### src/rtl/sar_pkg.sv
package sar_pkg;
  localparam int FLAG_W = 6;
  localparam int FLG_CF = 0;
  localparam int FLG_PF = 1;
  localparam int FLG_AF = 2;
  localparam int FLG_ZF = 3;
  localparam int FLG_SF = 4;
  localparam int FLG_OF = 5;

  typedef enum logic [1:0] {
    SZ_BYTE  = 2'b00,
    SZ_HALF  = 2'b01,
    SZ_WORD  = 2'b10,
    SZ_WORD2 = 2'b11
  } size_e;
endpackage

### src/rtl/sar_count_sel.sv
module sar_count_sel #(
  parameter int CNT_W  = 8,
  parameter int MASK_W = 5
) (
  input  logic [CNT_W-1:0] count,
  input  logic             legacy,
  output logic [CNT_W-1:0] eff
);
  localparam int PAD_W = CNT_W - MASK_W;

  always_comb begin
    if (legacy) eff = count;
    else        eff = {{PAD_W{1'b0}}, count[MASK_W-1:0]};
  end

  always_comb begin
    if (!legacy) begin
      // normal mode never sees an amount beyond the masked range
      p_mask_range_r4: assert (eff < CNT_W'(1 << MASK_W));
    end
  end
endmodule

### src/rtl/sar_shift_core.sv
module sar_shift_core #(
  parameter int DATA_W    = 32,
  parameter int CNT_W     = 8,
  parameter int NUM_SIZES = 3,
  parameter int MIN_W     = 8
) (
  input  logic [DATA_W-1:0] operand,
  input  logic [1:0]        size_sel,
  input  logic [CNT_W-1:0]  eff,
  output logic [DATA_W-1:0] result,
  output logic              carry,
  output logic              sign
);
  logic [DATA_W-1:0] res_arr [NUM_SIZES];
  logic              cry_arr [NUM_SIZES];
  logic              sgn_arr [NUM_SIZES];

  for (genvar s = 0; s < NUM_SIZES; s++) begin : g_size
    localparam int W    = MIN_W << s;
    localparam int SH_W = $clog2(W) + 1;
    logic [2*W-1:0]  ext;
    logic [SH_W-1:0] sat;
    logic [W-1:0]    sh;

    always_comb begin
      ext = {{W{operand[W-1]}}, operand[W-1:0]};
      sat = (eff >= CNT_W'(W)) ? SH_W'(W) : SH_W'(eff);
      sh  = W'(ext >> sat);
      res_arr[s] = DATA_W'(sh);
      cry_arr[s] = ext[sat - 1'b1];
      sgn_arr[s] = sh[W-1];
    end
  end

  logic [1:0] idx;
  always_comb begin
    idx    = (int'(size_sel) >= NUM_SIZES) ? 2'(NUM_SIZES - 1) : size_sel;
    result = res_arr[idx];
    carry  = cry_arr[idx];
    sign   = sgn_arr[idx];
  end
endmodule

### src/rtl/sar_flag_gen.sv
module sar_flag_gen
  import sar_pkg::*;
#(
  parameter int DATA_W = 32
) (
  input  logic [FLAG_W-1:0] flags_in,
  input  logic              eff_zero,
  input  logic              one_form,
  input  logic              carry,
  input  logic              sign,
  input  logic [DATA_W-1:0] result,
  output logic [FLAG_W-1:0] flags_nx
);
  always_comb begin
    flags_nx = flags_in;
    if (!eff_zero) begin
      flags_nx[FLG_CF] = carry;
      flags_nx[FLG_PF] = ~^result[7:0];
      flags_nx[FLG_ZF] = (result == '0);
      flags_nx[FLG_SF] = sign;
      flags_nx[FLG_OF] = one_form ? 1'b0 : flags_in[FLG_OF];
    end
  end
endmodule

### src/rtl/sar_shift_unit.sv
module sar_shift_unit
  import sar_pkg::*;
#(
  parameter int DATA_W    = 32,
  parameter int CNT_W     = 8,
  parameter int MASK_W    = 5,
  parameter int NUM_SIZES = 3,
  parameter int MIN_W     = 8
) (
  input  logic              clk,
  input  logic              rst,
  input  logic              start,
  input  logic [DATA_W-1:0] operand,
  input  logic [1:0]        size_sel,
  input  logic [CNT_W-1:0]  count,
  input  logic              one_form,
  input  logic              legacy,
  input  logic [5:0]        flags_in,
  output logic [DATA_W-1:0] result,
  output logic [5:0]        flags_out,
  output logic              done
);
  logic [CNT_W-1:0]  eff;
  logic [DATA_W-1:0] res_nx;
  logic              cry_nx;
  logic              sgn_nx;
  logic [FLAG_W-1:0] flg_nx;

  sar_count_sel #(.CNT_W(CNT_W), .MASK_W(MASK_W)) u_cnt (
    .count(count), .legacy(legacy), .eff(eff)
  );

  sar_shift_core #(
    .DATA_W(DATA_W), .CNT_W(CNT_W), .NUM_SIZES(NUM_SIZES), .MIN_W(MIN_W)
  ) u_core (
    .operand(operand), .size_sel(size_sel), .eff(eff),
    .result(res_nx), .carry(cry_nx), .sign(sgn_nx)
  );

  sar_flag_gen #(.DATA_W(DATA_W)) u_flags (
    .flags_in(flags_in), .eff_zero(eff == '0), .one_form(one_form),
    .carry(cry_nx), .sign(sgn_nx), .result(res_nx), .flags_nx(flg_nx)
  );

  always_ff @(posedge clk) begin
    if (rst) begin
      result    <= '0;
      flags_out <= '0;
      done      <= 1'b0;
    end else begin
      done <= start;
      if (start) begin
        result    <= res_nx;
        flags_out <= flg_nx;
      end
    end
  end

  p_clear_r12: assert property (@(posedge clk)
    rst |=> (!done && result == '0 && flags_out == '0));

  p_done_r11: assert property (@(posedge clk) disable iff (rst)
    start |=> done);

  p_hold_r11: assert property (@(posedge clk) disable iff (rst)
    !start |=> (!done && $stable(result) && $stable(flags_out)));

  p_no_overflow_r3: assert property (@(posedge clk) disable iff (rst)
    (start && one_form && eff != '0) |=> !flags_out[FLG_OF]);

  p_zero_count_r7: assert property (@(posedge clk) disable iff (rst)
    (start && eff == '0) |=> flags_out == $past(flags_in));

  p_aux_pass_r10: assert property (@(posedge clk) disable iff (rst)
    start |=> flags_out[FLG_AF] == $past(flags_in[FLG_AF]));

  p_byte_fill_r6: assert property (@(posedge clk) disable iff (rst)
    (start && size_sel == SZ_BYTE && eff >= CNT_W'(MIN_W))
      |=> result == DATA_W'({MIN_W{$past(operand[MIN_W-1])}}));
endmodule

### config.mk
export PLATFORM = sky130hd
export DESIGN_NAME = sar_shift_unit
export DESIGN_NICKNAME = d
export VERILOG_FILES = /design/src/rtl/sar_pkg.sv /design/src/rtl/sar_count_sel.sv /design/src/rtl/sar_shift_core.sv /design/src/rtl/sar_flag_gen.sv /design/src/rtl/sar_shift_unit.sv
export SDC_FILE = /design/constraint.sdc
export NUM_CORES = 1
export LEC_CHECK = 0
export BUFFER_PORTS_ARGS = -buffer_cell sky130_fd_sc_hd__clkbuf_2
export CORE_MARGIN = 4
export CORE_UTILIZATION = 30
export DETAILED_ROUTE_END_ITERATION = 6
export GPL_ROUTABILITY_DRIVEN = 1
export SLEW_MARGIN = 20
export SYNTH_ARGS = -nofsm -noshare
export SYNTH_HDL_FRONTEND = slang
export SYNTH_SLANG_ARGS = --single-unit
### constraint.sdc
create_clock -name clk -period 7.9 [get_ports clk]
set_input_delay 0.395 -clock clk [delete_from_list [all_inputs] [get_ports clk]]
set_output_delay 0.395 -clock clk [all_outputs]
set_load 0.005 [all_outputs]
==> results of run 1 <==
## cells in the final DEF, fill, tap and decap left out, types with 6 or more instances in the layout
cell type,n
a221oi_1,6
mux2i_1,50
a311oi_1,10
clkbuf_2,91
and2_1,6
o21a_1,9
nand3_1,26
mux2_2,20
nor3_1,32
o221ai_1,7
a21oi_1,73
or3_1,10
nor4_1,10
a31oi_1,24
a32oi_1,8
o21ai_0,49
o211ai_1,14
a2bb2oi_1,7
nand2_1,77
ha_1,6
buf_4,11
dfxtp_1,39
nor2b_1,8
o22ai_1,11
a211oi_1,28
o31ai_1,8
nand2b_1,6
nor2_1,85
inv_1,11
xnor2_1,6
nand4_1,6
a21o_1,7
mux4_2,12
and3_1,13
## worst min-delay path: cells and delay by family
family,cells,cell delay (ns)
buffers and inverters,1,0.08
muxes,1,0.06
and+or+nand+nor,1,0.07
## registers in the layout, summed over array words and instances, names as in the netlist
name / count
result: 32
flags_out: 6
done: 1
## area by class of cell
class | count | area (um^2) | area share
flip-flops and latches | 39 | 781 | 0.115
clock inverters | 3 | 20.0 | 0.00295
well taps | 270 | 338 | 0.0498
multi-input cells | 729 | 4920 | 0.725
clock buffers | 5 | 125 | 0.0185
inverters | 16 | 60.1 | 0.00886
repair buffers | 102 | 538 | 0.0793
## metal layers
layer	vias up	GRT usage
li1	3428	-
met1	3581	0.303
met2	571	0.360
met3	127	0.0412
met4	0	0.0886
met5	-	0
## power by group through the flow
| stage | Sequential [W] | Combinational, W | Clock [W] |
|---|---|---|---|
| 2_1_floorplan | 0.000222 | 0.000288 | 0 |
| 3_3_place_gp | 0.000221 | 0.000415 | 0 |
| 3_5_place_dp | 0.000222 | 0.000413 | 0 |
| 6_report | 0.000217 | 0.000429 | 0.000195 |
| 4_1_cts | 0.000217 | 0.000415 | 0.000200 |
| 5_1_grt | 0.000219 | 0.000458 | 0.000214 |
## metrics by stage
step	cells	util	worst slack [ns]
5_1_grt	1164	0.334	2.84
3_3_place_gp	1156	0.327	3.27
3_5_place_dp	1156	0.327	3.00
4_1_cts	1164	0.334	3.28
2_1_floorplan	881	-	4.47
6_report	1164	0.334	3.09
## path summary, 6_finish.rpt
kind                                                start                        end  slack [ns]  depth (start not counted)
worst max-delay path                             count[0]  flags_out[3]$_SDFFE_PP0P_        3.09                         16
worst min-delay path                          flags_in[2]  flags_out[2]$_SDFFE_PP0P_        0.36                          3
worst max register to register  flags_out[3]$_SDFFE_PP0P_  flags_out[3]$_SDFFE_PP0P_        6.05                          6
worst min register to register    result[25]$_SDFFE_PP0P_    result[25]$_SDFFE_PP0P_        0.45                          2
## cell families (layout without fill, tap and decap cells)
family                     after synthesis  in the layout  share of synthesized area
DFF                                     39             39                      0.126
and+or+nand+nor                        301            301                      0.235
AOI/OAI and AO/OA                      333            333                      0.373
xor gates and xnor gates                 7              7                    0.00988
muxes                                   82             82                      0.160
buffers and inverters                  113            126                     0.0839
adders and majority gates                6              6                     0.0121
==> results.md, run 1 <==
* Outcome: complete, no violations
* Distinct cell type count after synthesis at 82
* CTS Root Cell: clkbuf_16
* Largest net degree at the start of global routing at 70
* Setup TNS at 0 ns
* Synth Flop Type: dfxtp_1
* Die Y at 152 um
* Die width at 152 um
* Worst Hold Class: input pin to flip-flop
* Clock power share at 0.232
* Leakage at 2.58 nW
* Worst slew pin tran at 0.999 ns
* Clock Sinks at 39
* Combinational power share at 0.510
* Reg clk slew, reported paths at 0.06 ns
* RePlAce Congestion at just over 1
* Worst IR Drop VDD at 0.110 mV
* Net count reported at finish at 952
* Crit path launch type: input pin
* All-layer global routing usage at 0.226
* Critical path class: input pin to flip-flop
* Initial antenna violation count at 0
* Largest cells by area after synthesis: dfxtp_1, mux2i_1, a21oi_1
* Largest area contributor in the netlist: dfxtp_1
* Final hold vios at 0
* Vias per Instance at 6.62
* CTS Hold Bufs at 0
* DR WL met2 at 12.3 mm
* CTS H-tree depth at 2
* Wire length on met1 at 11.3 mm
* Slowest CP cell: o21ai_0
* Worst Setup End Kind: flip-flop
* Vias post-DR at 7707
* Fmax at roughly 210 MHz
* Final min period at 4.81 ns
* Global route total overflow at 0
* Core area at 20300 um^2
* Critical Path AT at 5.00 ns
* Switch share at 0.431
* Post-route cell area at 6780 um^2
* Synthesized flop and latch total at 39
* Max_cap viols at 0
* Tcrit/Tclk final at 0.609
* Sequential power share at 0.258
* PortBufs at 91
* Row cnt at 52
* Starting density of the core at 0.306
* Worst path bufs/invs at 2
* Residual DRC at 0
* Routed met3 length at 2.57 mm
* Internal power at about 0.00048 W
* Vias in the first global route at 7159
* Total Power at 0.000841 W
* Final hold slack at 0.355 ns
* Post-CTS Setup Bufs at 0
* Filler cells at around 2300
* Req. time, crit path at 8.09 ns
* Worst-skew pair later-pin latency at approximately 0.27 ns
* Net Switching at 0.000363 W
* Initial DRC count at 1465
* Die footprint at 23100 um^2
* Post-synthesis cell area at 6210 um^2
* Post-route antenna net violation count at 0
* First-pass GRT wire length at approximately 43 mm
* Pwr dens at about 120 nW/um^2
* Post-DP HPWL at slightly below 20 mm
* Yosys warns at 0
* # IOs at 92
* Post-synth net total at 940
* EDFF count, synth at 0
* TritonCTS clock tree: built
* Most frequent cells after synthesis: nor2_1, nand2_1, a21oi_1, mux2i_1
* Longest Clk Path Bufs at 2
* Diodes inserted at 0
* Layout cell share with drive strength beyond 1 at 0.187
* Dominant cell by count in the synthesized netlist: nor2_1
* Drt pass-1 iters at 7
* Relative slew slack at 0.329
* RSZ-0062 raised after global routing: false
* Setup violators final at 0
* CTS Buf Count at 5
* Synthesis-to-finish area growth at 9.27%
* CP max stage delay at about 0.59 ns
* Fin. max-slew vios at 0
* Final wirelength at between 20 and 30 mm
* DR WL/cell at 23.8 um
* Avg Synthesized Cell Area at 7.04 um^2
* Top cell type's share of synthesized area at 0.126
* Sequential area share after synthesis at 0.126
* Critical Path Fanout Max at 51
* Area after DPL at 6640 um^2
* Clock skew at 0 ns
* Post-CTS sizing at 0
* Max Used Layer: met4
* Critical path, cell by cell: clkbuf_2, buf_4, mux2_2, mux2i_1, nor2_1, a211o_1, o21ai_0, o221ai_1, a32oi_1, ha_1, o2111ai_1, nor4_1, o211ai_1, nor4_1, o2111ai_1, o32ai_2
* Mapped Cells at 881
* Family with the most delay on the worst path: compound AO/OA/AOI/OAI gates
* Asr flop ratio synth at 0
(Power assumes the default switching activity.)
==> run 2, diff against run 1 <==
==> constraint.sdc (replaced) <==
create_clock -name clk -period 4.75 [get_ports clk]
set_input_delay 0.2375 -clock clk [delete_from_list [all_inputs] [get_ports clk]]
set_output_delay 0.2375 -clock clk [all_outputs]
set_load 0.005 [all_outputs]
==> run 2 against run 1 <==
Against the previous run: via count about the same; first-iteration DRC count shrank 28%; final cell count up 2.4%; highest routed layer unchanged; critical endpoint unchanged; critical path type unchanged; worst hold slack worse by 0.15 ns.
==> results.md, run 2 (synthesis gave the netlist of run 1 again) <==
* Outcome: complete, no violations
* Final min period at 4.07 ns
* WHS Endpoint: flags_out[4]$_SDFFE_PP0P_
* Area after DPL at 6900 um^2
* Reg clk slew, reported paths at 0.06 ns
* Drt pass-1 iters at 6
* Residual DRC at 0
* RSZ-0062 raised after global routing: false
* Die width at around 150 um
* Combinational power share at 0.495
* Post-DP HPWL at 21.3 mm
* Pwr dens at 213 nW/um^2
* Initial antenna violation count at 0
* Clock Sinks at 39
* Synthesis-to-finish area growth at 14.0%
* Die footprint at 23100 um^2
* Max Used Layer: met4
* Final hold vios at 0
* Starting density of the core at 0.306
* First-pass GRT wire length at 44.1 mm
* Critical Path Fanout Max at 19
* Global route total overflow at 0
* Max_cap viols at 0
* Worst slew pin tran at between 0.9 and 1 ns
* Hold depth at 3
* Final hold slack at 0.207 ns
* Switch share at 0.410
* DR WL met2 at between 10 and 15 mm
* Clock skew at 0 ns
* Worst Setup End Kind: flip-flop
* Worst IR Drop VDD at 0.191 mV
* Critical path, cell by cell: clkbuf_2, o31ai_4, nand2_1, or3_1, o21ai_0, o221ai_1, a32oi_1, ha_1, o2111ai_1, nor4_1, o211ai_1, nor4_1, o2111ai_1, o32ai_2
* All-layer global routing usage at 0.234
* Util after Layout at 0.348
* Crit path launch type: input pin
* Setup violators final at 0
* Filler cells at 2235
* TritonCTS clock tree: built
* Worst-skew pair later-pin latency at roughly 0.27 ns
* Post-CTS sizing at 0
* Fin. max-slew vios at 0
* Post-route cell area at 7070 um^2
* Fmax at between 200 and 250 MHz
* CTS Hold Bufs at 0
* Setup TNS at 0 ns
* Critical path class: input pin to flip-flop
* CTS Buf Count at 5
* Internal power at approximately 0.00089 W
* Initial DRC count at around 1100
* Leakage at approximately 2.8 nW
* Diodes inserted at 0
* Reg2reg start: flags_out[3]$_SDFFE_PP0P_
* Largest register by flop count: result
* CP max stage delay at 0.83 ns
* Critical Path AT at 4.25 ns
* CTS Root Cell: clkbuf_16
* Vias per Instance at around 6.5
* # IOs at slightly above 90
* Largest net degree at the start of global routing at 53
* Reg-to-reg endpoint: flags_out[3]$_SDFFE_PP0P_
* Post-route antenna net violation count at 0
* Tcrit/Tclk final at 0.856
* Die Y at between 150 and 200 um
* Relative slew slack at 0.377
* CTS H-tree depth at 2
* Vias post-DR at 7700
* Row cnt at 52
* Net Switching at 0.000617 W
* Worst Hold Class: input pin to flip-flop
* Layout cell share with drive strength beyond 1 at 0.211
* Leading cell types in the layout, fill and taps excluded: clkbuf_2, nor2_1, nand2_1
* PortBufs at slightly above 90
* Top flop regs: result x32, flags_out x6, done x1
* Vias in the first global route at 7166
* Worst reg-to-reg path cell count at 6
* RePlAce Congestion at 1.04
* Wire length on met1 at 11.6 mm
* Longest Clk Path Bufs at 2
* Sequential power share at 0.240
* Core area at 20300 um^2
* Req. time, crit path at 4.94 ns
* Clock power share at 0.265
* Final wirelength at 28.6 mm
* Routed met3 length at 2.89 mm
* Net count reported at finish at 980
* Most common cell after layout, fill and taps aside: clkbuf_2
* Hold_sp: flags_in[4]
* Max reg flops at 32
* R2R setup slack at about 3.0 ns
* DR WL/cell at 24.0 um
* Post-CTS Setup Bufs at 0
* Slowest CP cell: o31ai_4
-- run 2: changes by cell type in the layout (fill, tap and decap cells not counted) --
cell / before / now
clkbuf_8: 0 / 1
buf_4: 11 / 35
clkinv_2: 1 / 0
buf_12: 0 / 4
clkinvlp_4: 2 / 0
bufinv_16: 0 / 1
inv_6: 0 / 1
-- run 2: worst max path at each step --
| stage | startpoint | to | slack, ns |
|---|---|---|---|
| detailed placement | count[7] | flags_out[3]$_SDFFE_PP0P_ | 0.51 |
| floorplan | count[4] | flags_out[3]$_SDFFE_PP0P_ | 1.47 |
| global route | count[7] | flags_out[3]$_SDFFE_PP0P_ | 0.45 |
| finish | count[7] | flags_out[3]$_SDFFE_PP0P_ | 0.68 |
| global placement | count[7] | flags_out[3]$_SDFFE_PP0P_ | 0.59 |
| CTS | count[7] | flags_out[3]$_SDFFE_PP0P_ | 0.79 |
-- run 2: layout make-up --
type,count,area (um^2),area share
clock buffers,6,139,0.0196
clock inverters,2,38.8,0.00548
inverters,16,60.1,0.00849
multi-input cells,729,4920,0.695
flip-flops and latches,39,781,0.110
well taps,270,338,0.0478
repair buffers,130,798,0.113
-- run 2: power groups by stage --
stage	logic, W	clock network (W)	registers [W]
floorplan	0.000480	0	0.000369
global placement	0.000727	0	0.000368
detailed placement	0.000722	0	0.000369
CTS	0.000726	0.000403	0.000362
global route	0.000799	0.000420	0.000364
finish	0.000746	0.000398	0.000361
-- run 2: critical path: cells and delay by family --
family	cells	cell delay [ns]
adder cells (fa/ha/maj)	1	0.21
AO/OA/AOI/OAI	8	2.25
AND/OR/NAND/NOR	4	1.43
buffers and inverters	1	0.13
-- run 2: routing by layer --
metal,GRT usage,up-vias
li1,-,3471
met1,0.321,3640
met2,0.365,505
met3,0.0447,84
met4,0.0878,0
met5,0,-
-- run 2: per-stage QoR --
step                      worst slack (ns)  power (W)  instances
after floorplan                       1.47   0.000848        881
final                                0.682    0.00151       1192
after global placement               0.592    0.00109       1184
after detailed placement             0.514    0.00109       1184
after global routing                 0.448    0.00158       1192
after CTS                            0.790    0.00149       1192
